===== src/rtl/sr_pkg.sv =====
package sr_pkg;

    typedef enum logic [0:0] {
        ARM_IDLE  = 1'b0,
        ARM_READY = 1'b1
    } arm_state_t;

    localparam int SR_BUSY = 0;
    localparam int SR_WEL  = 1;
    localparam int SR_BP0  = 2;
    localparam int SR_BP1  = 3;
    localparam int SR_AAI  = 6;
    localparam int SR_BPL  = 7;

    localparam logic [1:0] BP_NONE    = 2'b00;
    localparam logic [1:0] BP_QUARTER = 2'b01;
    localparam logic [1:0] BP_HALF    = 2'b10;
    localparam logic [1:0] BP_ALL     = 2'b11;

endpackage


===== src/rtl/sr_arm_fsm.sv =====
module sr_arm_fsm
    import sr_pkg::*;
(
    input  logic clk_i,
    input  logic rst_n_i,
    input  logic arm_i,
    input  logic wrsr_i,
    input  logic other_i,
    output logic commit_o,
    output logic armed_o
);

    arm_state_t state_q, state_d;

    always_ff @(posedge clk_i or negedge rst_n_i) begin
        if (!rst_n_i) state_q <= ARM_IDLE;
        else          state_q <= state_d;
    end

    always_comb begin
        state_d = state_q;
        unique case (state_q)
            ARM_IDLE: begin
                if (arm_i) state_d = ARM_READY;
            end
            ARM_READY: begin
                if (arm_i)                 state_d = ARM_READY;
                else if (wrsr_i || other_i) state_d = ARM_IDLE;
            end
            default: state_d = ARM_IDLE;
        endcase
    end

    always_comb begin
        commit_o = 1'b0;
        armed_o  = 1'b0;
        unique case (state_q)
            ARM_IDLE:  armed_o = 1'b0;
            ARM_READY: begin
                armed_o  = 1'b1;
                commit_o = wrsr_i;
            end
            default: commit_o = 1'b0;
        endcase
    end


    disarm_after_other_chk: assert property (@(posedge clk_i) disable iff (!rst_n_i)
        (other_i || wrsr_i) && !arm_i |=> !armed_o);


    arm_sets_ready_chk: assert property (@(posedge clk_i) disable iff (!rst_n_i)
        arm_i |=> armed_o);

endmodule


===== src/rtl/sr_prot_dec.sv =====
module sr_prot_dec
    import sr_pkg::*;
#(
    parameter int ADDR_W = 17
) (
    input  logic [1:0]        bp_i,
    input  logic [ADDR_W-1:0] addr_i,
    output logic              prot_o
);

    localparam int TOP_BITS = 2;

    logic top_half;
    logic top_quarter;

    generate
        if (ADDR_W >= TOP_BITS) begin : g_wide
            logic [TOP_BITS-1:0] hi;
            assign hi          = addr_i[ADDR_W-1 -: TOP_BITS];
            assign top_half    = hi[1];
            assign top_quarter = &hi;
        end else begin : g_narrow
            assign top_half    = addr_i[ADDR_W-1];
            assign top_quarter = addr_i[ADDR_W-1];
        end
    endgenerate

    always_comb begin
        unique case (bp_i)
            BP_NONE:    prot_o = 1'b0;
            BP_QUARTER: prot_o = top_quarter;
            BP_HALF:    prot_o = top_half;
            BP_ALL:     prot_o = 1'b1;
            default:    prot_o = 1'b1;
        endcase
    end

endmodule


===== src/rtl/stat_reg_ctl.sv =====
module stat_reg_ctl
    import sr_pkg::*;
#(
    parameter int ADDR_W = 17
) (
    input  logic              clk_i,
    input  logic              rst_n_i,
    input  logic              wp_n_i,
    input  logic              arm_stb_i,
    input  logic              wrsr_stb_i,
    input  logic [7:0]        wrsr_data_i,
    input  logic              wren_stb_i,
    input  logic              wrdi_stb_i,
    input  logic              other_stb_i,
    input  logic              busy_set_i,
    input  logic              busy_clr_i,
    input  logic              aai_set_i,
    input  logic              aai_clr_i,
    input  logic              wel_clr_i,
    input  logic [ADDR_W-1:0] addr_i,
    output logic              prot_o,
    output logic [7:0]        status_o
);

    logic       busy_q, wel_q, aai_q, bpl_q;
    logic [1:0] bp_q;
    logic       commit, armed, locked, accept, non_status_instr;

    assign non_status_instr = wren_stb_i | wrdi_stb_i | other_stb_i;

    sr_arm_fsm u_arm (
        .clk_i    (clk_i),
        .rst_n_i  (rst_n_i),
        .arm_i    (arm_stb_i),
        .wrsr_i   (wrsr_stb_i),
        .other_i  (non_status_instr),
        .commit_o (commit),
        .armed_o  (armed)
    );

    assign locked = !wp_n_i && bpl_q;
    assign accept = commit && !locked;

    always_ff @(posedge clk_i or negedge rst_n_i) begin
        if (!rst_n_i) begin
            bpl_q <= 1'b0;
            bp_q  <= BP_ALL;
        end else if (accept) begin
            bpl_q <= wrsr_data_i[SR_BPL];
            bp_q  <= {wrsr_data_i[SR_BP1], wrsr_data_i[SR_BP0]};
        end
    end

    always_ff @(posedge clk_i or negedge rst_n_i) begin
        if (!rst_n_i) begin
            busy_q <= 1'b0;
            wel_q  <= 1'b0;
            aai_q  <= 1'b0;
        end else begin
            if (busy_clr_i)                   busy_q <= 1'b0;
            else if (busy_set_i)              busy_q <= 1'b1;
            if (wel_clr_i || wrdi_stb_i)      wel_q  <= 1'b0;
            else if (wren_stb_i)              wel_q  <= 1'b1;
            if (aai_clr_i || wrdi_stb_i)      aai_q  <= 1'b0;
            else if (aai_set_i)               aai_q  <= 1'b1;
        end
    end

    always_comb begin
        status_o          = 8'h00;
        status_o[SR_BUSY] = busy_q;
        status_o[SR_WEL]  = wel_q;
        status_o[SR_BP0]  = bp_q[0];
        status_o[SR_BP1]  = bp_q[1];
        status_o[SR_AAI]  = aai_q;
        status_o[SR_BPL]  = bpl_q;
    end

    sr_prot_dec #(.ADDR_W(ADDR_W)) u_prot (
        .bp_i   (bp_q),
        .addr_i (addr_i),
        .prot_o (prot_o)
    );

    // input contract: one instruction completes per cycle
    one_instr_chk: assert property (@(posedge clk_i) disable iff (!rst_n_i)
        $onehot0({arm_stb_i, wrsr_stb_i, wren_stb_i, wrdi_stb_i, other_stb_i}));


    reset_value_chk: assert property (@(posedge clk_i) disable iff (!rst_n_i)
        $rose(rst_n_i) |-> status_o == 8'h0C);


    lock_holds_chk: assert property (@(posedge clk_i) disable iff (!rst_n_i)
        (!wp_n_i && status_o[SR_BPL]) |=> status_o[SR_BPL] && $stable(status_o[SR_BP1:SR_BP0]));


    unarmed_write_chk: assert property (@(posedge clk_i) disable iff (!rst_n_i)
        (wrsr_stb_i && !armed) |=> $stable({status_o[SR_BPL], status_o[SR_BP1:SR_BP0]}));


    wr_no_busy_chk: assert property (@(posedge clk_i) disable iff (!rst_n_i)
        (wrsr_stb_i && wrsr_data_i[SR_BUSY] && !status_o[SR_BUSY] && !busy_set_i) |=> !status_o[SR_BUSY]);


    wr_no_wel_chk: assert property (@(posedge clk_i) disable iff (!rst_n_i)
        (wrsr_stb_i && wrsr_data_i[SR_WEL] && !status_o[SR_WEL]) |=> !status_o[SR_WEL]);


    wr_no_aai_chk: assert property (@(posedge clk_i) disable iff (!rst_n_i)
        (wrsr_stb_i && (wrsr_data_i[SR_AAI] || (|wrsr_data_i[5:4])) && !status_o[SR_AAI] && !aai_set_i)
        |=> !status_o[SR_AAI] && status_o[5:4] == 2'b00);


    wren_sets_chk: assert property (@(posedge clk_i) disable iff (!rst_n_i)
        (wren_stb_i && !wel_clr_i) |=> status_o[SR_WEL]);


    busy_clr_wins_chk: assert property (@(posedge clk_i) disable iff (!rst_n_i)
        (busy_set_i && busy_clr_i) |=> !status_o[SR_BUSY]);


    prot_all_chk: assert property (@(posedge clk_i) disable iff (!rst_n_i)
        (status_o[SR_BP1:SR_BP0] == BP_ALL) |-> prot_o);


    prot_none_chk: assert property (@(posedge clk_i) disable iff (!rst_n_i)
        (status_o[SR_BP1:SR_BP0] == BP_NONE) |-> !prot_o);

endmodule


===== config.mk =====
export PLATFORM = sky130hd
export DESIGN_NAME = stat_reg_ctl
export DESIGN_NICKNAME = d
export VERILOG_FILES = /design/src/rtl/sr_pkg.sv /design/src/rtl/sr_arm_fsm.sv /design/src/rtl/sr_prot_dec.sv /design/src/rtl/stat_reg_ctl.sv
export SDC_FILE = /design/constraint.sdc
export NUM_CORES = 1
export LEC_CHECK = 0
export BUFFER_PORTS_ARGS = -buffer_cell sky130_fd_sc_hd__clkbuf_2
export CORE_AREA = 4 4 41 43
export CTS_BUF_LIST = sky130_fd_sc_hd__clkbuf_8 sky130_fd_sc_hd__clkbuf_16
export CTS_CLUSTER_SIZE = 24
export DETAILED_ROUTE_END_ITERATION = 16
export DIE_AREA = 0 0 45 47
export GPL_TIMING_DRIVEN = 0
export PLACE_DENSITY = 0.73
export SLEW_MARGIN = 25
export SYNTH_ARGS = -nofsm -noshare
export SYNTH_HDL_FRONTEND = slang
export SYNTH_HIERARCHICAL = 1
export SYNTH_SLANG_ARGS = --single-unit

===== constraint.sdc =====
create_clock -name clk_i -period 3 [get_ports clk_i]
set_input_delay 0.15 -clock clk_i [delete_from_list [all_inputs] [get_ports clk_i]]
set_output_delay 0.15 -clock clk_i [all_outputs]
set_load 0.03 [all_outputs]

==> reports/summary.txt <==
Run status: finished clean
Final net count: 102
CP startpoint kind: flop
Dpl ws: 1.94 ns
Synthesized area: 338 µm²
Die Wd: 45 µm
DRT iter0 DRCs: 3
Grt ovf: 0
Final worst-path cycle share: 41.5%
Synth unique cells: 16
Initial antenna violation count: 0
Max FO, Critical Path: 4
# setup viols final: 0
Initial Utilization: 26.0%
# resized after CTS: 0
Fin. Hold Viols: 0
CP Launch Point: bp_q[0]
Clk sink count: 7
Clock Root Buffer: clkbuf_8
CTS tree: built
Total CTS buffers: 3
Via density: 4.17
Post-CTS Repair Setup Buffers: 0
Slowest-stage cell, CP: dfstp_2
Final wirelength: 712 µm
CTS Hold Buffers Added: 1
Post-route ant nets: 0
RSZ-0062 raised after global routing: false
Syn. warnings: 6
Power per cell area: 609 mW/mm²
Register area share after synthesis: 52.6%
Reg-to-reg critical path startpoint: u_arm/state_q
Max Cap Violations: 0
Worst reg2reg setup slack: 1.95 ns
Lkg Pwr: 0.304 nW
Pin count of the biggest net entering global routing: 8
Peak supply drop: 0.000289 V
Critical path data arrival time: 1.09 ns
First-pass GRT wire length: 1130 µm
PnR worst setup slack: 1.76 ns
Slowest stage delay, CP: 0.54 ns
IO Pins: 47
Clk Latency, worst-skew pair: 0.22 ns
Reg-to-Reg End: bp_q[1]
H-tree Lvls: 1
Ant diodes: 0
WL per Instance: 9.13 µm
Max-slew violations: 0
Die area: 0.00212 mm²
Share of cells above drive strength 1: 61.9%
Kind of critical path: flop to primary output
Max frequency: 804 MHz
Final Total Pwr: 0.000326 W
Core ar.: 0.00130 mm²
PortBufs: 24
Seq cells post-synth: 7
Setup TNS: 0 ns
Crit path capture: prot_o
Number of remaining DRC errors: 0
Clk buf depth: 2
Clock slew at reported path FFs: 0.04 ns
Pre-antenna DRT Iters: 4
Reg2reg path depth: 3
Syn avg cell area: 10.2 µm²
Crit end category: primary output
Vias in the first global route: 300
Cell count after synthesis: 33
Fin crit period: 1.24 ns
CP Data Required Time: 2.85 ns
Core Rows: 13
Via count: 325
Hold crit path type: input port to flop
Skew final: 0.0000219 ns
Die Y: 47 µm
Worst-path cell chain: o21ai_1, nand2_1, clkbuf_2
Layout area overhead: 58.5%
GP Congestion: 0.578
GR Util All Layers: 7.80%
## flip-flops by register name (all words and copies together), names as in the netlist
register and count:
bpl_q 1, u_arm/state_q 1, wel_q 1, busy_q 1
bp_q 2, aai_q 1
## cell usage after synthesis
cell / instances / area, µm²
buf_4: 6 / 45.0
dfrtp_1: 5 / 125
nor2_1: 5 / 18.8
dfstp_2: 2 / 52.6
mux2_2: 2 / 22.5
nand2_1: 2 / 7.51
nor3_1: 2 / 10.0
a21o_1: 1 / 7.51
a22o_1: 1 / 8.76
and2_2: 1 / 7.51
conb_1: 1 / 3.75
inv_1: 1 / 3.75
nand3_1: 1 / 5.00
o21ai_1: 1 / 5.00
o21ai_2: 1 / 8.76
or3_1: 1 / 6.26
## area by class of cell
cell class,instances,area (µm²)
Multi-Input combinational cell,20,115
Clock buffer,3,41.3
Inverter,1,3.75
Clock inverter,1,3.75
Tap cell,15,18.8
Sequential cell,7,178
Timing Repair Buffer,25,130
Fill cell,138,766
Buffer,6,45.0
## layout by cell type (no fill, tap or decap), types with 2 or more instances in the layout
| cell | Yosys | layout |
|---|---|---|
| inv_1 | 1 | 2 |
| dfstp_2 | 2 | 2 |
| clkbuf_8 | 0 | 3 |
| nor3_1 | 2 | 2 |
| nand2_1 | 2 | 2 |
| buf_4 | 6 | 6 |
| nor2_1 | 5 | 5 |
| dfrtp_1 | 5 | 5 |
| mux2_2 | 2 | 2 |
| conb_1 | 1 | 2 |
| clkbuf_2 | 0 | 24 |
## stage by stage
| stage | area [µm²] | hold WS (ns) | cells | utilization (%) |
|---|---|---|---|---|
| 4_1_cts | 536 | 0.0750 | 78 | 41.2 |
| 3_3_place_gp | 480 | -0.00846 | 73 | 36.9 |
| 5_1_grt | 536 | 0.0751 | 78 | 41.2 |
| 6_report | 536 | 0.0796 | 78 | 41.2 |
| 3_5_place_dp | 480 | -0.00346 | 73 | 36.9 |
| 2_1_floorplan | 342 | -0.146 | 34 | - |
## worst max-delay path, delay by kind of cell, from the launching register on
kind,cells,cell delay [ns]
buffers and inverters,1,0.19
DFF,1,0.54
and+or+nand+nor,1,0.06
AOI/OAI and AO/OA,1,0.07
## worst min-delay path by stage
stage | depth (start not counted) | start | slack (ns) | to
after floorplan | 0 | rst_n_i | -0.15 | aai_q
after global placement | 1 | rst_n_i | -0.008 | busy_q
after detailed placement | 1 | rst_n_i | -0.003 | aai_q
after CTS | 2 | busy_clr_i | 0.08 | busy_q
after global routing | 2 | busy_clr_i | 0.08 | busy_q
final | 2 | busy_clr_i | 0.08 | busy_q
## logic make-up (layout without fill, tap and decap cells)
| group | after synthesis | after routing | synth area share [%] |
|---|---|---|---|
| and+or+nand+nor | 12 | 12 | 16.3 |
| buffers and inverters | 7 | 36 | 14.4 |
| DFF | 7 | 7 | 52.6 |
| muxes | 2 | 2 | 6.67 |
| AOI/OAI and AO/OA | 4 | 4 | 8.89 |
| other | 1 | 2 | 1.11 |
## layer usage
layer / global-route usage [%] / vias to the layer above / share of wire [%]
met5: 0 / - / 0
met4: 3.51 / 0 / 0
met3: 4.60 / 0 / 16
met2: 11.9 / 21 / 47
met1: 8.82 / 145 / 37
li1: - / 159 / -
## power breakdown
part | internal (W) | switching, W
Clock | 0.0000880 | 0.0000359
Combinational | 0.0000353 | 0.0000498
Sequential | 0.000110 | 0.00000755
(Power assumes the default switching activity.)
